**config.mk**
```make
export PLATFORM = sky130hd
export DESIGN_NAME = usb_hport_ctl
export DESIGN_NICKNAME = d
export VERILOG_FILES = /design/src/rtl/usb_hport_pkg.sv /design/src/rtl/hport_link_state.sv /design/src/rtl/hport_sticky_flags.sv /design/src/rtl/hport_regif.sv /design/src/rtl/usb_hport_ctl.sv
export SDC_FILE = /design/constraint.sdc
export NUM_CORES = 1
export LEC_CHECK = 0
export BUFFER_PORTS_ARGS = -buffer_cell sky130_fd_sc_hd__buf_2
export CAP_MARGIN = 20
export CORE_MARGIN = 1
export CORE_UTILIZATION = 30
export DETAILED_ROUTE_END_ITERATION = 8
export PLACE_DENSITY = 0.84
export REMOVE_ABC_BUFFERS = 1
export SYNTH_ARGS = -nofsm -noshare
export SYNTH_HDL_FRONTEND = slang
export SYNTH_HIERARCHICAL = 1
export SYNTH_SLANG_ARGS = --single-unit
```
**constraint.sdc**
```tcl
create_clock -name clk -period 2 [get_ports clk]
set_clock_uncertainty 0.05 [all_clocks]
set_input_delay 0.1 -clock clk [delete_from_list [all_inputs] [get_ports clk]]
set_output_delay 0.1 -clock clk [all_outputs]
set_load 0.02 [all_outputs]
```
**src/rtl/usb_hport_pkg.sv**
```systemverilog
package usb_hport_pkg;
  // Bit positions inside the port word; software decodes these
  localparam int unsigned PB_ATTACHED = 0;
  localparam int unsigned PB_CONNDET  = 1;
  localparam int unsigned PB_ENABLE   = 2;

  // Bit position of the global interrupt enable in the control word
  localparam int unsigned CB_GIE      = 0;

  // Number of sticky port flags feeding the interrupt summary
  localparam int unsigned N_FLAGS     = 1;
  localparam int unsigned FL_CONNDET  = 0;

  // Word addresses
  typedef enum logic [1:0] {
    W_PORT   = 2'd0,
    W_CTRL   = 2'd1,
    W_INTSUM = 2'd2
  } word_sel_e;

  typedef struct packed {
    logic connect;
    logic disconnect;
    logic overcurrent;
    logic reset_done;
  } port_ev_t;

  typedef struct packed {
    logic clr_conndet;
    logic clr_enable;
    logic wr_ctrl;
    logic gie_val;
  } sw_req_t;
endpackage

```
**src/rtl/hport_link_state.sv**
```systemverilog
module hport_link_state
  import usb_hport_pkg::*;
(
  input  logic     clk,
  input  logic     rst_n,
  input  port_ev_t ev,
  input  logic     sw_clr_en,
  output logic     attached,
  output logic     port_en
);
  logic att_nx;
  logic en_nx;
  logic en_kill;
  logic en_grant;

  // A disconnect overrides a connect in the same cycle
  always_comb begin
    att_nx = attached;
    if (ev.connect)    att_nx = 1'b1;
    if (ev.disconnect) att_nx = 1'b0;
  end

  // Enable is granted only by hardware on an already attached port.
  // Faults and a software clear always win over the grant.
  always_comb begin
    en_kill  = ev.overcurrent | ev.disconnect | sw_clr_en;
    en_grant = ev.reset_done & attached;
    en_nx    = port_en;
    if (en_grant) en_nx = 1'b1;
    if (en_kill)  en_nx = 1'b0;
  end

  always_ff @(posedge clk) begin
    if (!rst_n) begin
      attached <= 1'b0;
      port_en  <= 1'b0;
    end else begin
      attached <= att_nx;
      port_en  <= en_nx;
    end
  end
endmodule

```
**src/rtl/hport_sticky_flags.sv**
```systemverilog
module hport_sticky_flags #(
  parameter int unsigned N = 1
) (
  input  logic         clk,
  input  logic         rst_n,
  input  logic [N-1:0] set_i,
  input  logic [N-1:0] clr_i,
  output logic [N-1:0] flag_o,
  output logic         any_o
);
  // One flag per generate slot; a hardware set beats a software clear
  for (genvar g = 0; g < N; g++) begin : g_flag
    logic nx;
    always_comb begin
      nx = flag_o[g];
      if (clr_i[g]) nx = 1'b0;
      if (set_i[g]) nx = 1'b1;
    end
    always_ff @(posedge clk) begin
      if (!rst_n) flag_o[g] <= 1'b0;
      else        flag_o[g] <= nx;
    end
  end

  assign any_o = |flag_o;
endmodule

```
**src/rtl/hport_regif.sv**
```systemverilog
module hport_regif
  import usb_hport_pkg::*;
#(
  parameter int unsigned DATA_W = 32,
  parameter int unsigned ADDR_W = 4
) (
  input  logic              clk,
  input  logic              rst_n,
  input  logic              wr_en,
  input  logic [ADDR_W-1:0] wr_addr,
  input  logic [DATA_W-1:0] wr_data,
  input  logic [ADDR_W-1:0] rd_addr,
  input  logic              attached,
  input  logic              port_en,
  input  logic [N_FLAGS-1:0] flags,
  input  logic              pending,
  output sw_req_t           sw,
  output logic              gie,
  output logic [DATA_W-1:0] rd_data
);
  localparam int unsigned SEL_W = 2;

  logic wr_port;
  logic wr_ctl;
  logic unused_wr_bits;

  always_comb begin
    wr_port = wr_en && (wr_addr == ADDR_W'(W_PORT));
    wr_ctl  = wr_en && (wr_addr == ADDR_W'(W_CTRL));
  end

  assign sw.clr_conndet = wr_port & wr_data[PB_CONNDET];
  assign sw.clr_enable  = wr_port & wr_data[PB_ENABLE];
  assign sw.wr_ctrl     = wr_ctl;
  assign sw.gie_val     = wr_data[CB_GIE];

  assign unused_wr_bits = ^{wr_data[DATA_W-1:PB_ENABLE+1], wr_data[PB_ATTACHED]};

  always_ff @(posedge clk) begin
    if (!rst_n)          gie <= 1'b0;
    else if (sw.wr_ctrl) gie <= sw.gie_val;
  end

  // Read mux; reserved and unmapped locations return zero
  always_comb begin
    rd_data = '0;
    if (rd_addr < ADDR_W'(1 << SEL_W)) begin
      case (word_sel_e'(rd_addr[SEL_W-1:0]))
        W_PORT: begin
          rd_data[PB_ATTACHED] = attached;
          rd_data[PB_CONNDET]  = flags[FL_CONNDET];
          rd_data[PB_ENABLE]   = port_en;
        end
        W_CTRL:   rd_data[CB_GIE] = gie;
        W_INTSUM: rd_data[0]      = pending;
        default:  rd_data = '0;
      endcase
    end
  end
endmodule

```
**src/rtl/usb_hport_ctl.sv**
```systemverilog
module usb_hport_ctl
  import usb_hport_pkg::*;
#(
  parameter int unsigned DATA_W = 32,
  parameter int unsigned ADDR_W = 4
) (
  input  logic              clk,
  input  logic              rst_n,
  input  logic              ev_connect,
  input  logic              ev_disconnect,
  input  logic              ev_overcurrent,
  input  logic              ev_reset_done,
  input  logic              wr_en,
  input  logic [ADDR_W-1:0] wr_addr,
  input  logic [DATA_W-1:0] wr_data,
  input  logic [ADDR_W-1:0] rd_addr,
  output logic [DATA_W-1:0] rd_data,
  output logic              irq_hport
);
  port_ev_t           ev;
  sw_req_t            sw;
  logic               attached;
  logic               port_en;
  logic               gie;
  logic [N_FLAGS-1:0] flag_set;
  logic [N_FLAGS-1:0] flag_clr;
  logic [N_FLAGS-1:0] flags;
  logic               pending;
  logic               conn_det;

  assign ev.connect     = ev_connect;
  assign ev.disconnect  = ev_disconnect;
  assign ev.overcurrent = ev_overcurrent;
  assign ev.reset_done  = ev_reset_done;

  hport_regif #(.DATA_W(DATA_W), .ADDR_W(ADDR_W)) u_regif (
    .clk      (clk),
    .rst_n    (rst_n),
    .wr_en    (wr_en),
    .wr_addr  (wr_addr),
    .wr_data  (wr_data),
    .rd_addr  (rd_addr),
    .attached (attached),
    .port_en  (port_en),
    .flags    (flags),
    .pending  (pending),
    .sw       (sw),
    .gie      (gie),
    .rd_data  (rd_data)
  );

  hport_link_state u_link (
    .clk       (clk),
    .rst_n     (rst_n),
    .ev        (ev),
    .sw_clr_en (sw.clr_enable),
    .attached  (attached),
    .port_en   (port_en)
  );

  always_comb begin
    flag_set             = '0;
    flag_clr             = '0;
    flag_set[FL_CONNDET] = ev.connect;
    flag_clr[FL_CONNDET] = sw.clr_conndet;
  end

  hport_sticky_flags #(.N(N_FLAGS)) u_flags (
    .clk    (clk),
    .rst_n  (rst_n),
    .set_i  (flag_set),
    .clr_i  (flag_clr),
    .flag_o (flags),
    .any_o  (pending)
  );

  assign conn_det  = flags[FL_CONNDET];
  assign irq_hport = pending & gie;
endmodule

```
==> flow_metrics.py, run 1 <==
metrics = {
    "global_routing": {
        "met1_usage": 0.09375,
        "grt_start_max_net_pins": 5,
        "busiest_layer": "met2",
        "grt_pass1_vias": 300,
        "antenna_found_initial": 0,
        "grt_pass1_wl_um": 1131,
        "grt_use_met2": 0.1323,
        "grt_remaining_overflow": 0,
        "grt_usage": 0.08576,
        "met3_usage": 0.03879,
    },
    "worst_setup_path": {
        "worstPathArrival_ps": 1140,
        "reg2reg_to": "u_flags/any_o$_SDFFE_PN0P_",
        "required_ps": 1850,
        "r2r_start": "u_flags/any_o$_SDFFE_PN0P_",
        "critPathLaunchType": "flip-flop",
        "critPathKind": "flip-flop to output port",
        "rrSetupSlack_ps": 1240,
        "worstSetupEndpointType": "output port",
        "cp_max_fo": 3,
        "worst_r2r_path_depth": 2,
    },
    "power_and_ir_drop": {
        "seqPwrFrac": 0.315,
        "power_leakage_uw": 0.0003022,
        "peakVddDrop_uv": 214.4,
        "p_sw_uw": 97.47,
        "clkPwrFrac": 0.366,
        "swShare": 0.3590,
        "p_int_uw": 174.0,
        "p_comb_frac": 0.320,
        "power.density_mw_per_mm2": 510.6,
    },
    "routing": {
        "route.detailed.drc": 0,
        "ant_nets": 0,
        "wl_um": 668,
        "vias_per_cell": 3.680,
        "num_vias": 357,
        "drt_iter0_markers": 1,
        "wl_per_cell_um": 6.887,
        "firstDrtPassIters": 3,
    },
    "placed_design": {
        "place_congestion": 0.6593,
        "hpwl_um": 628,
        "dpl_cell_area_um2": 499.2,
        "io_buffers": 21,
    },
    "timing": {
        "fin_crit_ps": 1289,
        "setup_violations": 0,
        "hold_violations": 0,
        "fin_hold_ws_ps": 51.12,
        "slew_violations": 0,
        "fin_setup_tns_ps": 0,
        "grt_setup_unrepaired": "false",
        "max_freq_mhz": 775.7,
        "period_share": 0.6445,
    },
    "die": {
        "start_util": 0.3243,
        "io_pins": 80,
        "die_y_um": 42.59,
        "chipWidth_um": 42.59,
        "core_area_mm2": 0.001524,
        "die_area_mm2": 0.001814,
        "rows": 14,
    },
    "finish": {
        "area_delta_synth_final_pct": 7.595,
        "layout-drive-gt1-share": 0.3951,
        "postLayoutCoreUtil": 0.3489,
        "antenna_cells": 0,
        "fin_area_um2": 531.8,
        "fin_nets": 130,
    },
    "clock_tree": {
        "cts_tree": "done",
        "clkLatencyLatePin_ps": 230,
        "clkSlewWorstSetupHoldPaths_ps": 40,
        "cts_buffers": 3,
        "clockBufferDepth": 2,
        "cts-root-buf": "clkbuf_4",
        "clock-sinks": 4,
        "h-tree-depth": 1,
    },
    "worst_hold_path": {
        "hp-start": "ev_connect",
        "min_path_type": "primary input to flip-flop",
        "whs_path_depth": 3,
        "min_to": "u_link/attached$_SDFFE_PP0P_",
    },
    "run": {
        "maxCapViolCount": 0,
    },
    "yosys": {
        "syn_inst": 58,
        "avgSynthCellArea_um2": 8.521,
        "synthesis.area_um2": 494.2,
        "yosys_warnings": 6,
    },
    "run_status": {
        "status": "complete, no violations",
    },
}
-- through the flow --
step           setup WS (ps)  cells  total power, µW
6_report               710.9     97            271.5
5_1_grt                589.1     97            297.6
4_1_cts                689.9     97            277.2
3_5_place_dp           772.8     93            172.0
3_3_place_gp           804.8     93            170.4
2_1_floorplan          848.9     56            147.7
-- worst max-delay path by stage --
stage	from	end	slack, ps	cells after the start
6_report	u_regif/gie$_SDFFE_PN0P_	rd_data[0]	710	4
5_1_grt	u_link/attached$_SDFFE_PP0P_	rd_data[0]	590	4
4_1_cts	u_link/attached$_SDFFE_PP0P_	rd_data[0]	690	4
3_5_place_dp	wr_addr[1]	u_flags/any_o$_SDFFE_PN0P_	770	6
3_3_place_gp	wr_addr[1]	u_flags/any_o$_SDFFE_PN0P_	800	6
2_1_floorplan	u_link/attached$_SDFFE_PP0P_	rd_data[0]	850	3
-- cell usage in the layout, fill, tap and decap left out, drive strengths merged --
| cell | instances |
|---|---|
| conb | 29 |
| buf | 21 |
| and2 | 6 |
| dfxtp | 4 |
| clkbuf | 3 |
| o21a | 2 |
| nor2 | 2 |
| nor4 | 2 |
| dlygate4sd3 | 1 |
| nor2b | 1 |
| nand2b | 1 |
| a21oi | 1 |
| nor4b | 1 |
| mux2i | 1 |
| nand3b | 1 |
| nor3 | 1 |
| and2b | 1 |
| nand2 | 1 |
| nand4 | 1 |
| o21ai | 1 |
-- what timing repair did --
item | 4_1_cts | 5_1_grt
buffers inserted | 0 | 0
endpoints found under the hold margin | 1 | 0
hold buffers | 1 | 0
gates resized for setup | 0 | 0
-- critical path: stages (launching register included) --
cell     delay, ps
dfxtp_1        350
mux2i_1         90
o21a_1         170
nor3_1         120
buf_2          190
-- area by class of cell --
| type | instances | area [µm²] |
|---|---|---|
| clock buffer | 3 | 22.52 |
| fill | 166 | 992.2 |
| multi-input combinational | 52 | 294.0 |
| sequential | 4 | 80.08 |
| tap | 16 | 20.02 |
| timing repair buffer | 22 | 115.1 |
-- state kept, by name, summed over array words and instances (netlist names) --
signal           count
u_flags/any_o        1
u_link/attached      1
u_link/port_en       1
u_regif/gie          1
-- per-layer routing --
layer | vias to the layer above | wire length (µm)
met3 | 0 | 81
met1 | 147 | 274
li1 | 178 | -
met5 | - | 0
met4 | 0 | 0
met2 | 32 | 312
-- power groups by stage --
| stage | registers, µW | clock network (µW) | logic [µW] |
|---|---|---|---|
| final | 85.4 | 99.3 | 86.8 |
| after global routing | 85.9 | 118 | 94.1 |
| after CTS | 85.7 | 105 | 86.7 |
| after detailed placement | 87.0 | 0 | 85.0 |
| after global placement | 86.7 | 0 | 83.7 |
| after floorplan | 85.9 | 0 | 61.9 |
(Power assumes the default switching activity.)
==> run 2, diff against run 1 <==
CORE_UTILIZATION = 28   (was 30)
PLACE_DENSITY = 0.79   (was 0.84)
clock period = 1.2 ns   (was 2 ns; I/O delays follow)
==> run 2 against run 1 <==
The flow now finishes with violations (design-rule violations, negative setup slack). Global-route usage increased by 0.12 points. Sequential share of layout area shrank 0.10 points. Total power is 71% higher. First-iteration DRC count grew to 7.0 times the previous value. Non-clock buffer count up 2. Die area increased by 6.8%. Hold slack got worse by 36 ps. Flip-flop and latch count is the same. Via count grew 5.6%. Combinational power is 77% higher. Largest cell class unchanged. Highest routed layer unchanged.
==> flow_metrics.py, run 2 (synthesis gave the netlist of run 1 again) <==
metrics = {
    "run_status": {
        "status": "complete, but fails checks",
        "violations": "design-rule violations, negative setup slack",
    },
    "routing": {
        "vias_per_cell": 3.808,
        "ant_nets": 0,
        "wl_per_cell_um": 8.111,
        "drt_iter0_markers": 7,
        "route.detailed.drc": 7,
        "num_vias": 377,
        "wl_um": 803,
        "firstDrtPassIters": 6,
    },
    "clock_tree": {
        "cts_tree": "done",
        "clkLatencyLatePin_ps": 230,
        "h-tree-depth": 1,
        "clock-sinks": 4,
        "cts-root-buf": "clkbuf_4",
        "clockBufferDepth": 2,
        "cts_buffers": 3,
        "clkSlewWorstSetupHoldPaths_ps": 40,
    },
    "finish": {
        "layout-drive-gt1-share": 0.4458,
        "final_common_cell": "conb_1",
        "antenna_cells": 0,
        "postLayoutCoreUtil": 0.3556,
        "final_cell_mix": "conb_1 (29), buf_2 (20)",
        "fin_nets": 132,
        "area_delta_synth_final_pct": 13.42,
    },
    "die": {
        "start_util": 0.3135,
        "core_area_mm2": 0.001577,
        "die_y_um": 44.01,
        "io_pins": 80,
        "chipWidth_um": 44.01,
        "rows": 14,
        "die_area_mm2": 0.001937,
    },
    "global_routing": {
        "grt_remaining_overflow": 0,
        "antenna_found_initial": 0,
        "grt_usage": 0.08692,
        "grt_start_max_net_pins": 5,
        "grt_pass1_vias": 309,
        "grt_pass1_wl_um": 1173,
    },
    "timing": {
        "fin_crit_ps": 1213,
        "hold_violations": 0,
        "max_freq_mhz": 824.4,
        "period_share": 1.011,
        "setup_violations": 1,
        "setup_ws_ps": -12.98,
        "slew_violations": 0,
        "grt_setup_unrepaired": "true",
        "fin_setup_tns_ps": -12.98,
    },
    "worst_setup_path": {
        "worstPathArrival_ps": 1100,
        "critPathKind": "flip-flop to output port",
        "worstSetupEndpointType": "output port",
        "cp_max_fo": 3,
        "critPathLaunchType": "flip-flop",
        "r2r_start": "u_link/attached$_SDFFE_PP0P_",
        "required_ps": 1090,
        "crit_start": "u_regif/gie$_SDFFE_PN0P_",
    },
    "placed_design": {
        "place_congestion": 0.5658,
        "io_buffers": 21,
    },
    "power_and_ir_drop": {
        "p_comb_frac": 0.332,
        "seqPwrFrac": 0.309,
        "clkPwrFrac": 0.359,
        "power_leakage_uw": 0.0003138,
        "p_sw_uw": 167.6,
        "swShare": 0.3619,
        "peakVddDrop_uv": 422.4,
        "power.density_mw_per_mm2": 826.3,
        "p_int_uw": 295.6,
    },
    "run": {
        "maxCapViolCount": 0,
    },
    "worst_hold_path": {
        "hp-start": "wr_data[0]",
        "min_path_type": "primary input to flip-flop",
    },
}
[run 2: what timing repair did]
item	4_1_cts	5_1_grt
buffers inserted	1	0
endpoints found under the setup margin	1	1
endpoints found under the hold margin	3	0
gates resized for setup	5	0
hold buffers	2	0
gates cloned	0	0
[run 2: power by group through the flow]
stage	clock, µW	combinational (µW)	sequential, µW
floorplan	0	103	143
global placement	0	140	145
detailed placement	0	142	145
CTS	174	151	143
global route	180	166	144
finish	166	154	143
[run 2: metal layers]
metal | track usage | part of all wire | up-vias
li1 | - | - | 181
met1 | 0.09500 | 0.36 | 156
met2 | 0.1471 | 0.50 | 40
met3 | 0.02449 | 0.14 | 0
met4 | 0.05455 | 0 | 0
met5 | 0 | 0 | -
[run 2: critical path, stage by stage (launching register included)]
cell,delay (ps)
dfxtp_2,330
mux2i_1,70
o21a_1,180
nor3_2,130
buf_4,170
[run 2: path summary, 6_finish.rpt]
kind	slack [ps]	end	cells after the start
min reg2reg	420	u_regif/gie$_SDFFE_PN0P_	2
max	-10	rd_data[0]	4
max reg2reg	390	u_link/port_en$_SDFFE_PP0P_	3
min	20	u_regif/gie$_SDFFE_PN0P_	3
[run 2: area by class of cell]
type / count / area (µm²)
Clock buffer: 3 / 22.52
Fill cell: 176 / 1016
Multi-Input combinational cell: 52 / 299.0
Sequential cell: 4 / 83.83
Tap cell: 16 / 20.02
Timing Repair Buffer: 24 / 135.1
[run 2: stage by stage]
stage	cells	hold slack, ps	instance area (µm²)	setup slack, ps	power (µW)
after global routing	99	53.46	560.5	-77.79	489.7
after CTS	99	6.873	560.5	-2.108	468.2
after global placement	93	183.6	499.2	43.47	284.4
after floorplan	56	80.97	374.1	88.90	246.2
after detailed placement	93	182.6	499.2	3.378	286.9
final	99	15.44	560.5	-12.98	463.2
